**config.mk**
```make
export PLATFORM = sky130hd
export DESIGN_NAME = sparse_dot_unit
export DESIGN_NICKNAME = d
export VERILOG_FILES = /design/src/rtl/sdp_pkg.sv /design/src/rtl/sdp_align.sv /design/src/rtl/sdp_ctrl.sv /design/src/rtl/sdp_mac.sv /design/src/rtl/sparse_dot_unit.sv
export SDC_FILE = /design/constraint.sdc
export NUM_CORES = 1
export LEC_CHECK = 0
export ABC_AREA = 1
export BUFFER_PORTS_ARGS = -buffer_cell sky130_fd_sc_hd__buf_2
export CAP_MARGIN = 0
export CORE_MARGIN = 4
export CORE_UTILIZATION = 60
export DETAILED_ROUTE_END_ITERATION = 8
export PLACE_DENSITY = 0.84
export SYNTH_ARGS = -nofsm -noshare
export SYNTH_HDL_FRONTEND = slang
export SYNTH_SLANG_ARGS = --single-unit
export TNS_END_PERCENT = 20
```
**constraint.sdc**
```tcl
create_clock -name clk -period 17.75 [get_ports clk]
set_input_delay 0.8875 -clock clk [delete_from_list [all_inputs] [get_ports clk]]
set_output_delay 0.8875 -clock clk [all_outputs]
set_load 0.02 [all_outputs]
```
**src/rtl/sdp_pkg.sv**
```systemverilog
package sdp_pkg;
  typedef enum logic [1:0] {
    MODE_BASE = 2'b00,
    MODE_GATE = 2'b01,
    MODE_SKIP = 2'b10,
    MODE_ALT  = 2'b11
  } sdp_mode_e;

  typedef enum logic [1:0] {
    ST_IDLE = 2'b00,
    ST_RUN  = 2'b01,
    ST_DONE = 2'b10
  } sdp_state_e;

  // decision of the alignment stage for one intersection step
  typedef struct packed {
    logic       adv_a;
    logic [1:0] adv_b;
    logic       do_mac;
    logic       ev_act;
    logic       ev_gate;
    logic       ev_skip;
  } sdp_step_t;

  localparam int NUM_EV = 4; // act, gate, skip, cycle
endpackage

```
**src/rtl/sdp_align.sv**
```systemverilog
module sdp_align
  import sdp_pkg::*;
#(
  parameter int CRD_W = 8,
  parameter int PAY_W = 8
) (
  input  sdp_mode_e          mode,
  input  logic [CRD_W-1:0]   a_crd,
  input  logic [PAY_W-1:0]   a_pay,
  input  logic [CRD_W-1:0]   b_crd0,
  input  logic [PAY_W-1:0]   b_pay0,
  input  logic [CRD_W-1:0]   b_crd1,
  input  logic [PAY_W-1:0]   b_pay1,
  input  logic               b1_ok,
  output logic [PAY_W-1:0]   op_a,
  output logic [PAY_W-1:0]   op_b,
  output sdp_step_t          step
);
  logic skip_m, gate_m, eq0, eq1, lt, pair, nz;

  always_comb begin
    skip_m = (mode == MODE_SKIP);
    gate_m = (mode == MODE_GATE);
    eq0    = (a_crd == b_crd0);
    lt     = (a_crd < b_crd0);
    eq1    = skip_m && b1_ok && !eq0 && (a_crd == b_crd1);
    op_a   = '0;
    op_b   = '0;
    pair   = 1'b0;
    step   = '0;
    // operand alignment multiplexers
    if (eq0) begin
      op_a = a_pay;  op_b = b_pay0;
      step.adv_a = 1'b1; step.adv_b = 2'd1; pair = 1'b1;
    end else if (eq1) begin
      op_a = a_pay;  op_b = b_pay1;
      step.adv_a = 1'b1; step.adv_b = 2'd2; pair = 1'b1;
      step.ev_skip = 1'b1;
    end else if (lt) begin
      op_a = a_pay;
      step.adv_a = 1'b1;
    end else begin
      op_b = b_pay0;
      step.adv_b = 2'd1;
    end
    nz = (|op_a) && (|op_b);
    // compute slot policy
    if (skip_m) begin
      if (pair) begin
        step.do_mac  = nz;
        step.ev_act  = nz;
        step.ev_gate = !nz;
      end else begin
        step.ev_skip = 1'b1;
      end
    end else if (gate_m) begin
      step.do_mac  = pair && nz;
      step.ev_act  = pair && nz;
      step.ev_gate = !(pair && nz);
    end else begin
      step.do_mac = 1'b1;
      step.ev_act = 1'b1;
    end
  end
endmodule

```
**src/rtl/sdp_ctrl.sv**
```systemverilog
module sdp_ctrl
  import sdp_pkg::*;
#(
  parameter int IDX_W = 6
) (
  input  logic             clk,
  input  logic             rst_n,
  input  logic             start,
  input  logic [1:0]       mode,
  input  logic [IDX_W:0]   a_len,
  input  logic [IDX_W:0]   b_len,
  input  logic             res_ready,
  input  logic             adv_a,
  input  logic [1:0]       adv_b,
  output sdp_mode_e        mode_q,
  output logic [IDX_W-1:0] a_addr,
  output logic [IDX_W-1:0] b_addr,
  output logic             b1_ok,
  output logic             clear,
  output logic             step_en,
  output logic             busy,
  output logic             res_valid
);
  localparam int PTR_W = IDX_W + 1;

  sdp_state_e       state;
  logic [PTR_W-1:0] a_ptr, b_ptr, na_q, nb_q;
  logic             exhausted;

  always_comb begin
    exhausted = (a_ptr >= na_q) || (b_ptr >= nb_q);
    b1_ok     = ({1'b0, b_ptr} + (PTR_W+1)'(1)) < {1'b0, nb_q};
    clear     = (state == ST_IDLE) && start;
    step_en   = (state == ST_RUN) && !exhausted;
    busy      = (state == ST_RUN);
    res_valid = (state == ST_DONE);
    a_addr    = a_ptr[IDX_W-1:0];
    b_addr    = b_ptr[IDX_W-1:0];
  end

  always_ff @(posedge clk or negedge rst_n) begin
    if (!rst_n) begin
      state  <= ST_IDLE;
      a_ptr  <= '0;
      b_ptr  <= '0;
      na_q   <= '0;
      nb_q   <= '0;
      mode_q <= MODE_BASE;
    end else begin
      case (state)
        ST_IDLE: if (start) begin
          state  <= ST_RUN;
          a_ptr  <= '0;
          b_ptr  <= '0;
          na_q   <= a_len;
          nb_q   <= b_len;
          mode_q <= sdp_mode_e'(mode);
        end
        ST_RUN: if (exhausted) begin
          state <= ST_DONE;
        end else begin
          a_ptr <= a_ptr + PTR_W'(adv_a);
          b_ptr <= b_ptr + PTR_W'(adv_b);
        end
        ST_DONE: if (res_ready) state <= ST_IDLE;
        default: state <= ST_IDLE;
      endcase
    end
  end
endmodule

```
**src/rtl/sdp_mac.sv**
```systemverilog
module sdp_mac
  import sdp_pkg::*;
#(
  parameter int PAY_W = 8,
  parameter int ACC_W = 23,
  parameter int CNT_W = 8
) (
  input  logic             clk,
  input  logic             rst_n,
  input  logic             clear,
  input  logic             step_en,
  input  logic [PAY_W-1:0] op_a,
  input  logic [PAY_W-1:0] op_b,
  input  sdp_step_t        step,
  output logic [ACC_W-1:0] acc,
  output logic [CNT_W-1:0] cnt [NUM_EV]
);
  logic [NUM_EV-1:0] ev;
  assign ev = {1'b1, step.ev_skip, step.ev_gate, step.ev_act};

  always_ff @(posedge clk or negedge rst_n) begin
    if (!rst_n)                      acc <= '0;
    else if (clear)                  acc <= '0;
    else if (step_en && step.do_mac) acc <= acc + ACC_W'(op_a) * ACC_W'(op_b);
  end

  for (genvar g = 0; g < NUM_EV; g++) begin : g_evcnt
    always_ff @(posedge clk or negedge rst_n) begin
      if (!rst_n)                 cnt[g] <= '0;
      else if (clear)             cnt[g] <= '0;
      else if (step_en && ev[g])  cnt[g] <= cnt[g] + CNT_W'(1);
    end
  end
endmodule

```
**src/rtl/sparse_dot_unit.sv**
```systemverilog
module sparse_dot_unit
  import sdp_pkg::*;
#(
  parameter int IDX_W = 6,
  parameter int CRD_W = 8,
  parameter int PAY_W = 8,
  localparam int ACC_W = 2*PAY_W + IDX_W + 1,
  localparam int CNT_W = IDX_W + 2
) (
  input  logic             clk,
  input  logic             rst_n,
  input  logic             start,
  input  logic [1:0]       mode,
  input  logic [IDX_W:0]   a_len,
  input  logic [IDX_W:0]   b_len,
  output logic [IDX_W-1:0] a_addr,
  input  logic [CRD_W-1:0] a_crd,
  input  logic [PAY_W-1:0] a_pay,
  output logic [IDX_W-1:0] b_addr,
  input  logic [CRD_W-1:0] b_crd,
  input  logic [PAY_W-1:0] b_pay,
  output logic [IDX_W-1:0] b_addr_nx,
  input  logic [CRD_W-1:0] b_crd_nx,
  input  logic [PAY_W-1:0] b_pay_nx,
  output logic             busy,
  output logic             res_valid,
  input  logic             res_ready,
  output logic [ACC_W-1:0] res_acc,
  output logic [CNT_W-1:0] res_n_act,
  output logic [CNT_W-1:0] res_n_gate,
  output logic [CNT_W-1:0] res_n_skip,
  output logic [CNT_W-1:0] res_n_cyc
);
  sdp_mode_e        mode_q;
  sdp_step_t        step;
  logic [PAY_W-1:0] op_a, op_b;
  logic             b1_ok, clear, step_en;
  logic [CNT_W-1:0] cnt [NUM_EV];

  sdp_ctrl #(.IDX_W(IDX_W)) u_ctrl (
    .clk(clk), .rst_n(rst_n), .start(start), .mode(mode),
    .a_len(a_len), .b_len(b_len), .res_ready(res_ready),
    .adv_a(step.adv_a), .adv_b(step.adv_b), .mode_q(mode_q),
    .a_addr(a_addr), .b_addr(b_addr), .b1_ok(b1_ok), .clear(clear),
    .step_en(step_en), .busy(busy), .res_valid(res_valid)
  );

  assign b_addr_nx = b_addr + IDX_W'(1);

  sdp_align #(.CRD_W(CRD_W), .PAY_W(PAY_W)) u_align (
    .mode(mode_q), .a_crd(a_crd), .a_pay(a_pay),
    .b_crd0(b_crd), .b_pay0(b_pay), .b_crd1(b_crd_nx), .b_pay1(b_pay_nx),
    .b1_ok(b1_ok), .op_a(op_a), .op_b(op_b), .step(step)
  );

  sdp_mac #(.PAY_W(PAY_W), .ACC_W(ACC_W), .CNT_W(CNT_W)) u_mac (
    .clk(clk), .rst_n(rst_n), .clear(clear), .step_en(step_en),
    .op_a(op_a), .op_b(op_b), .step(step), .acc(res_acc), .cnt(cnt)
  );

  assign res_n_act  = cnt[0];
  assign res_n_gate = cnt[1];
  assign res_n_skip = cnt[2];
  assign res_n_cyc  = cnt[3];
endmodule

```
# Word-level counts from Yosys, hierarchy flattened
# Cells that the tools add are included.
[word_totals] regBits=87 in_bits=68 out_inout_bits=75 wordCells=101
[classes] addsub=9 n_mul=1 order_cmp=4 eq_ne=10 mux=38 reduce_logical=28
[op_table] cell="$mux 8" count=14
[op_table] cell="$mux 23" count=2
[op_table] cell="$add 8x1->8 const B" count=4
[op_table] cell="$pmux 7 s2" count=2
[op_table] cell="$add 23x16->23" count=1
[op_table] cell="$mux 7" count=3
[op_table] cell="$eq 8x8->1" count=2
[op_table] cell="$mul 8x8->16" count=1
[op_table] cell="$reduce_or 8->1" count=2
[op_table] cell="$ge 7x7->1" count=2
[op_table] cell="$mux 3" count=4
[op_table] cell="$reduce_bool 2->1" count=6
[op_table] cell="$logic_and 1x1->1" count=11
[op_table] cell="$add 7x1->8 const B" count=1
[op_table] cell="$lt 8x7->1" count=1
[op_table] cell="$lt 8x8->1" count=1
[op_table] cell="$mux 1" count=8
[op_table] cell="$mux 2" count=4
[op_table] cell="$add 7x1->7" count=1
[op_table] cell="$add 7x2->7" count=1
[op_table] cell="$add 6x1->6 const B" count=1
[op_table] cell="$pmux 2 s3" count=1
[op_table] cell="$reduce_and 3->1" count=2
[op_table] cell="$eq 2x1->1 const B" count=2
[op_table] cell="7 further kinds" count=13

# Logic depth before layout (Yosys ltp)
# Gate-level depths: netlist (run 1).
[depth] word_depth=16 mapped_depth=42 ltp_nobuf=41

# By module
# A second synthesis (run 1) with hierarchy kept.
[unflattened] hier_cells=1212 area_unflattened_um2=8605.8
[by_module_without_submodules] module="sdp_mac" instances=1 cells_per_inst=743 area_each_um2=5482.8 seq_area_each_um2=1376.3
[by_module_without_submodules] module="sdp_ctrl" instances=1 cells_per_inst=299 area_each_um2=2265.9 seq_area_each_um2=800.8
[by_module_without_submodules] module="sdp_align" instances=1 cells_per_inst=153 area_each_um2=760.7 seq_area_each_um2=0.0
[by_module_without_submodules] module="sparse_dot_unit" instances=1 cells_per_inst=17 area_each_um2=96.3 seq_area_each_um2=0.0

# Least setup slack after synthesis (run 1)
# Ideal clock, no wire load.
[synth_path] kind="reg2reg" startpoint="reg u_ctrl.b_ptr[1]" endpoint="reg u_mac.acc[14]" setup_ns=0.117 arrival_time_ns=6.311 required_time_ns=17.633 slack_ns=11.321 path_stages_with_launch=38 n_path_buf=1 period_less_slack_ns=6.429 path_cell_list="dfrtp_1 > nand3_2 > nor2_2 > nand2_1 > xnor2_1 > ha_1 > a21oi_1 > nand2_1 > nand2_2 > nand2_8 > inv_2 > nor2_4 > nand2_2 > buf_6 > nand2_1 > inv_1 > nand2_1 > fa_1 > (+2 left out) > fa_1 > inv_1 > fa_1 > inv_1 > ha_1 > nand2_1 > o21ai_0 > a21oi_1 > o21ai_0 > inv_1 > o21ai_0 > nand2_1 > nand2_1 > nand2_1 > nand2_1 > nor2_1 > nand3_1 > nand2_1"
[synth_between] elab_chain_len=14 word_cells_on_any_way=28 classes_between="add/sub: 2; mul: 1; order compare: 2; mux: 11; reduce/logical: 12"
[synth_lines] item="start: declaration" line_no="sdp_ctrl.sv:27" source="logic [PTR_W-1:0] a_ptr, b_ptr, na_q, nb_q;"
[synth_lines] item="start signal: assignment" line_no="sdp_ctrl.sv:63" source="b_ptr <= b_ptr + PTR_W'(adv_b);"
[synth_lines] item="parallel branches: the longest is 14 deep, another holds $add 23x16->23"
[synth_lines] item="end signal: assignment" line_no="sdp_mac.sv:24" source="else if (step_en && step.do_mac) acc <= acc + ACC_W'(op_a) * ACC_W'(op_b);"
[synth_lines] item="end: declaration" line_no="sdp_mac.sv:15" source="output logic [ACC_W-1:0] acc,"
# Parallel ways; which one is timed is not known. The select of a mux whose other input is x is not followed.
# A chain may end at the register's enable or synchronous reset.

# Worst setup path in the final report (run 1)
[layout_path] startpoint="in a_crd[3]" endpoint="reg u_mac.acc[14]"
[layout_between] elab_chain_len=13 word_cells_on_any_way=27 classes_between="add/sub: 1; mul: 1; order compare: 1; eq/ne: 2; mux: 13; reduce/logical: 9"
[layout_lines] item="start: declaration" line_no="sparse_dot_unit.sv:17" source="input logic [CRD_W-1:0] a_crd,"
[layout_lines] item="parallel branches: the longest is 13 deep, another holds $add 23x16->23"
# Parallel ways; which one is timed is not known. The select of a mux whose other input is x is not followed.

==> impl_metrics.json, run 1 <==
{
  "setup_viol": 0,
  "maxCapViolations": 0,
  "holdCritPathClass": "in -> async",
  "critPathSlowestCell": "fa_1",
  "drt_pass1_iterations": 7,
  "tritoncts": "yes",
  "row_count": 43,
  "skew_ns": 0.008921,
  "core_um2": 13830,
  "synthSimpleGateAreaFrac_pct": 28.46,
  "clkPwrFrac_pct": 17.2,
  "yosys.area.top_type": "dfrtp_1",
  "fp.dieArea_um2": 16020,
  "vias_per_cell": 5.254,
  "die_h_um": 126.6,
  "slowest_delay_ns": 0.55,
  "syn-instance-count": 1136,
  "p_per_area_nw_per_um2": 127.0,
  "drtIter0Drc": 555,
  "final_cell_mix": "nand2_1 (272), inv_1 (202), buf_2 (141)",
  "synth_xor_area_share_pct": 3.530,
  "ys.flop_type": "dfrtp_1",
  "final_common_cell": "nand2_1",
  "grt_pass1_wl_um": 34480,
  "drc": 0,
  "post-place-ws_ns": 10.33,
  "multi_input_area_um2": 5253,
  "netlist.area_leader.share_pct": 25.80,
  "startpoint_type": "input pin",
  "switchingPower_w": 0.0005931,
  "drv_slew": 0,
  "cp.required_ns": 17.98,
  "routedWlPerCell_um": 14.06,
  "synthAdderAreaFrac_pct": 23.82,
  "arrival_ns": 7.51,
  "gp_congestion": 0.9907,
  "ys_warn_count": 0,
  "n_antenna_cell": 0,
  "clk_path_buf_depth": 2,
  "grt_antenna_before_repair": 1,
  "total_power_w": 0.001205,
  "num_vias": 7566,
  "leakagePower_nw": 5.594,
  "yosysUniqueCellTypes": 40,
  "post_cts_buffers": 0,
  "initial_core_util_pct": 61.02,
  "wl_um": 20250,
  "async_flop_share_pct": 100.0,
  "finalWorstSetupSlack_ns": 10.47,
  "detailed_place_hpwl_um": 15690,
  "crit_type": "in -> reg",
  "cts_root_buf": "clkbuf_16",
  "worst_slew_pin_slew_ns": 1.060,
  "place_area_um2": 9164,
  "finalInstanceArea_um2": 9484,
  "synth.yosys.seq_area_share_pct": 25.80,
  "synth_area_um2": 8437,
  "setup_tns_ns": 0,
  "setup.worst_path.end_class": "register",
  "grt_overflow": 0,
  "clkTransAtPathRegs_ns": 0.06,
  "cts_buffers": 9,
  "ys_seq_elements": 87,
  "final.fill_count": 1161,
  "syn_avg_cell_area_um2": 7.427,
  "grt_max_degree": 65,
  "cts_resized": 0,
  "crit_top_cell": "nand2_1",
  "htree_levels": 3,
  "syn-num-nets": 1334,
  "maxSlewHeadroom_pct": 29.22,
  "port_buffers": 142,
  "antenna_left": 0,
  "synth.area.top_cells": "dfrtp_1 (26%), fa_1 (12%), nand2_1 (12%)",
  "clk_latency_ns": 0.34,
  "area.growth.synth_to_final_pct": 12.41,
  "synth_top_family_by_area": "simple AND/OR/NAND/NOR gates",
  "power.share.sequential_pct": 25.2,
  "die-width_um": 126.6,
  "final_nets": 1454,
  "ios": 143,
  "hold_buffers": 0,
  "finalCriticalPeriod_ns": 7.276,
  "drive_gt1_share_pct": 15.95,
  "p_int_w": 0.0006115,
  "finalCritPeriodShare_pct": 40.99,
  "clock-sinks": 87,
  "crit_fanout": 21,
  "swShare_pct": 49.24,
  "regArea_um2": 2177,
  "fmax_ghz": 0.1374,
  "outcome": "finished clean",
  "grt_pass1_vias": 7241,
  "hold_viol": 0,
  "grt_usage_pct": 25.93,
  "utilization_pct": 68.59,
  "synth_compound_area_share_pct": 6.451,
  "synth_enable_flop_cells": 0,
  "combPwrFrac_pct": 57.6,
  "synth_mux_area_share_pct": 0,
  "vdd.ir_drop.worst_mv": 0.09240,
  "rsz0062_at_grt": "no"
}
==> cell families (layout without fill, tap and decap cells) <==
group / count (synthesis) / in the layout
flops: 87 / 87
simple gates: 544 / 544
buf+inv: 242 / 366
xor+xnor: 34 / 34
fa+ha+maj: 130 / 130
compound gates: 99 / 99
==> power by group through the flow <==
stage / combinational, W / sequential [W] / clock [W]
finish: 0.000694 / 0.000304 / 0.000207
global route: 0.000795 / 0.000312 / 0.000219
CTS: 0.000697 / 0.000303 / 0.000211
detailed placement: 0.000691 / 0.000306 / 0
global placement: 0.000671 / 0.000304 / 0
floorplan: 0.000499 / 0.000330 / 0
==> metal layers <==
metal  routed length (µm)  part of all wire [%]  global-route usage, %
met1                 9161                    45                  37.39
met2                 9266                    46                  40.94
met3                 1527                   7.5                  4.463
met4                  279                   1.4                  6.498
met5                   13                 0.064                      0
==> flip-flops by register name, summed over array words and instances (netlist names) <==
register and count:
u_ctrl.a_ptr 7, u_ctrl.state 2, u_ctrl.b_ptr 7, u_ctrl.na_q 7
u_mac.acc 23, u_mac.cnt 32, u_ctrl.mode_q 2, u_ctrl.nb_q 7
==> Yosys cell counts (4+ instances only) <==
library cell	number
buf_2	4
a21oi_1	38
clkbuf_1	13
nor3_1	14
or2_2	8
nand3b_1	8
inv_1	202
xor2_1	22
nand3_1	75
nand2_4	6
nand2_1	272
ha_1	79
nor2_1	117
nand2_2	13
xnor2_1	12
fa_1	51
o31ai_1	4
dfrtp_1	87
nand4_1	15
inv_2	4
o21ai_0	44
nor2_2	5
buf_4	15
==> critical path, delay by kind of cell <==
| family | cells | cell delay [ns] |
|---|---|---|
| fa+ha+maj | 6 | 2.77 |
| compound gates | 4 | 0.88 |
| simple gates | 18 | 2.33 |
| buf+inv | 7 | 0.62 |
==> through the flow <==
step           hold WS (ns)  cells
2_1_floorplan        0.4528   1136
3_3_place_gp         0.4786   1425
3_5_place_dp         0.4854   1425
4_1_cts              0.4322   1440
5_1_grt              0.4475   1440
6_report             0.4336   1440
==> final timing paths <==
kind	from	endpoint	slack (ns)	cells past startpoint
worst max-delay path	a_crd[3]	u_mac.acc[14]$_DFFE_PN0P_	10.47	35
worst max register to register	u_ctrl.b_ptr[1]$_DFFE_PN0P_	u_mac.acc[14]$_DFFE_PN0P_	10.68	38
worst min-delay path	rst_n	u_mac.cnt[4]$_DFFE_PN0P_	0.43	1
max in group asynchronous	rst_n	u_mac.acc[12]$_DFFE_PN0P_	16.18	2
min in group clk	u_mac.acc[14]$_DFFE_PN0P_	u_mac.acc[14]$_DFFE_PN0P_	0.50	2
worst min register to register	u_mac.acc[14]$_DFFE_PN0P_	u_mac.acc[14]$_DFFE_PN0P_	0.50	2
==> area by class of cell <==
cell class	instances	share of cell area, %
Clock inverter	4	0.8179
Inverter	206	8.153
Multi-Input combinational cell	807	55.38
Sequential cell	87	22.96
Tap cell	180	2.375
Timing Repair Buffer	145	7.757
Clock buffer	11	2.559
Note: power is estimated with default switching activity, not from simulation.
==> run 2: changes to the inputs <==
--- a/config.mk
+++ b/config.mk
@@ -9,9 +9,9 @@
 export BUFFER_PORTS_ARGS = -buffer_cell sky130_fd_sc_hd__buf_2
 export CAP_MARGIN = 0
 export CORE_MARGIN = 4
-export CORE_UTILIZATION = 60
+export CORE_UTILIZATION = 53
 export DETAILED_ROUTE_END_ITERATION = 8
-export PLACE_DENSITY = 0.84
+export PLACE_DENSITY = 0.79
 export SYNTH_ARGS = -nofsm -noshare
 export SYNTH_HDL_FRONTEND = slang
 export SYNTH_SLANG_ARGS = --single-unit
==> constraint.sdc (replaced) <==
create_clock -name clk -period 6.5 [get_ports clk]
set_input_delay 0.325 -clock clk [delete_from_list [all_inputs] [get_ports clk]]
set_output_delay 0.325 -clock clk [all_outputs]
set_load 0.02 [all_outputs]
==> run 2 against run 1 <==
  * Combinational power grew to 3.0 times the previous value
  * Total power grew to 2.8 times the previous value
  * First-iteration DRC count shrank 4.1%
  * Register-to-register slack lost 10 ns
  * Global-route usage shrank 2.5 points
  * Clock power grew 150%
  * Non-clock buffer count grew 29
  * Hold slack lost 0.28 ns
  * Worst setup slack lost 10 ns
  * Flip-flop and latch count is the same
  * Clock skew shrank 0.0017 ns
  * Critical endpoint is now u_mac.acc[17]$_DFFE_PN0P_
  * Largest cell class unchanged
  * Largest power group unchanged
==> impl_metrics.json, run 2 (synthesis gave the netlist of run 1 again) <==
{
  "hold_viol": 0,
  "top_register": "u_mac.cnt",
  "grt_overflow": 0,
  "maxCapViolations": 0,
  "port_buffers": 142,
  "core_um2": 15370,
  "wl_um": 20860,
  "fp.dieArea_um2": 18000,
  "cp.required_ns": 6.74,
  "clk_path_buf_depth": 2,
  "critPathSlowestCell": "fa_1",
  "reg2reg_slack_ns": 0.36,
  "r2r_cells": 37,
  "finalCriticalPeriod_ns": 6.139,
  "maxSlewHeadroom_pct": 27.64,
  "reg_top3": "u_mac.cnt x32, u_mac.acc x23",
  "clock-sinks": 87,
  "holdWs_ns": 0.1577,
  "antenna_left": 0,
  "r2r-end": "u_mac.acc[17]$_DFFE_PN0P_",
  "final_cell_mix": "nand2_1 (263), inv_1 (199), buf_2 (141)",
  "htree_levels": 3,
  "whs_endpoint": "u_ctrl.state[1]$_DFFE_PN0P_",
  "holdCritPathClass": "in -> reg",
  "grt_max_degree": 64,
  "initial_core_util_pct": 54.89,
  "total_power_w": 0.003407,
  "stdcell_count": 1502,
  "n_antenna_cell": 0,
  "fmax_ghz": 0.1629,
  "clkTransAtPathRegs_ns": 0.06,
  "vias_per_cell": 5.133,
  "drv_slew": 0,
  "setup_viol": 0,
  "clk_latency_ns": 0.35,
  "detailed_place_hpwl_um": 15950,
  "drtIter0Drc": 532,
  "crit_top_cell": "nand2_1",
  "min_path_cells": 2,
  "die_h_um": 134.2,
  "arrival_ns": 6.38,
  "post-place-ws_ns": 0.04965,
  "finalCritPeriodShare_pct": 94.44,
  "grt_pass1_vias": 7248,
  "r2r-start": "u_ctrl.b_ptr[2]$_DFFE_PN0P_",
  "num_vias": 7710,
  "hp-start": "res_ready",
  "drt_pass1_iterations": 5,
  "gp_congestion": 0.9051,
  "final_nets": 1484,
  "rsz0062_at_grt": "no",
  "place_area_um2": 9308,
  "finalInstanceArea_um2": 9925,
  "leakagePower_nw": 5.738,
  "p_per_area_nw_per_um2": 343.3,
  "grt_antenna_before_repair": 0,
  "startpoint_type": "register",
  "die-width_um": 134.2,
  "drc": 0,
  "crit_fanout": 9,
  "drive_gt1_share_pct": 20.45,
  "largest_reg_flops": 32,
  "crit_type": "reg -> reg",
  "cts_root_buf": "clkbuf_16",
  "setup.worst_path.end_class": "register",
  "row_count": 45,
  "slowest_delay_ns": 0.55,
  "grt_usage_pct": 23.43,
  "outcome": "finished clean",
  "tritoncts": "yes",
  "grt_pass1_wl_um": 34760,
  "vdd.ir_drop.worst_mv": 0.2495,
  "routedWlPerCell_um": 13.89,
  "finalWorstSetupSlack_ns": 0.3611,
  "cts_buffers": 9,
  "area.growth.synth_to_final_pct": 17.63,
  "place_inst": 1470,
  "final_common_cell": "nand2_1",
  "ios": 143,
  "worst_slew_pin_slew_ns": 1.084,
  "skew_ns": 0.007242
}
-- run 2: per-stage QoR --
step | setup TNS [ns] | utilization [%]
after floorplan | 0 | -
after detailed placement | 0 | 60.55
after global placement | 0 | 60.55
after CTS | -0.0004543 | 62.52
final | 0 | 64.57
after global routing | 0 | 64.57
-- run 2: worst max path at each step --
stage,startpoint,end,cells past startpoint
floorplan,u_ctrl.b_ptr[1]$_DFFE_PN0P_,u_mac.acc[14]$_DFFE_PN0P_,37
global placement,u_ctrl.b_ptr[0]$_DFFE_PN0P_,u_mac.acc[14]$_DFFE_PN0P_,38
detailed placement,u_ctrl.b_ptr[2]$_DFFE_PN0P_,u_mac.acc[14]$_DFFE_PN0P_,36
CTS,u_ctrl.b_ptr[0]$_DFFE_PN0P_,u_mac.acc[20]$_DFFE_PN0P_,36
global route,u_ctrl.b_ptr[2]$_DFFE_PN0P_,u_mac.acc[17]$_DFFE_PN0P_,38
finish,u_ctrl.b_ptr[2]$_DFFE_PN0P_,u_mac.acc[17]$_DFFE_PN0P_,37
-- run 2: critical path: cells and delay by family (launching register included) --
kind,cells,cell delay (ns)
adder cells (fa/ha/maj),6,2.63
AND/OR/NAND/NOR,22,1.92
flip-flops,1,0.45
XOR/XNOR,2,0.36
AO/OA/AOI/OAI,2,0.32
buffers and inverters,5,0.32
-- run 2: cell type report --
type / count / area (µm²)
multi-input combinational: 808 / 5451
fill: 1322 / 5446
sequential: 87 / 2182
timing repair buffer: 174 / 959.7
inverter: 206 / 775.7
tap: 211 / 264.0
clock buffer: 11 / 252.7
clock inverter: 5 / 38.79
-- run 2: what timing repair did --
| action | in CTS | in global routing |
|---|---|---|
| endpoints found under the hold margin | 42 | 0 |
| pin swaps | 0 | 19 |
| resized for setup | 2 | 48 |
| setup endpoints to repair | 3 | 14 |
| hold buffers | 1 | 0 |
| cloned | 0 | 1 |
| setup buffers | 0 | 14 |
-- run 2: routing by layer --
layer  track usage (%)  vias to the layer above  part of all wire [%]
li1                  -                     3823                     -
met2             36.84                      228                    46
met4             5.430                        0                   1.4
met5                 0                        -                     0
met3             4.539                       27                   6.2
met1             33.71                     3632                    46
-- run 2: report_power, final --
part           leakage, nW  switching (W)  internal, W
Sequential            1.15       0.000131     0.000697
Combinational         4.44        0.00134     0.000732
Clock                0.148       0.000224     0.000283
Total                 5.74        0.00169      0.00171
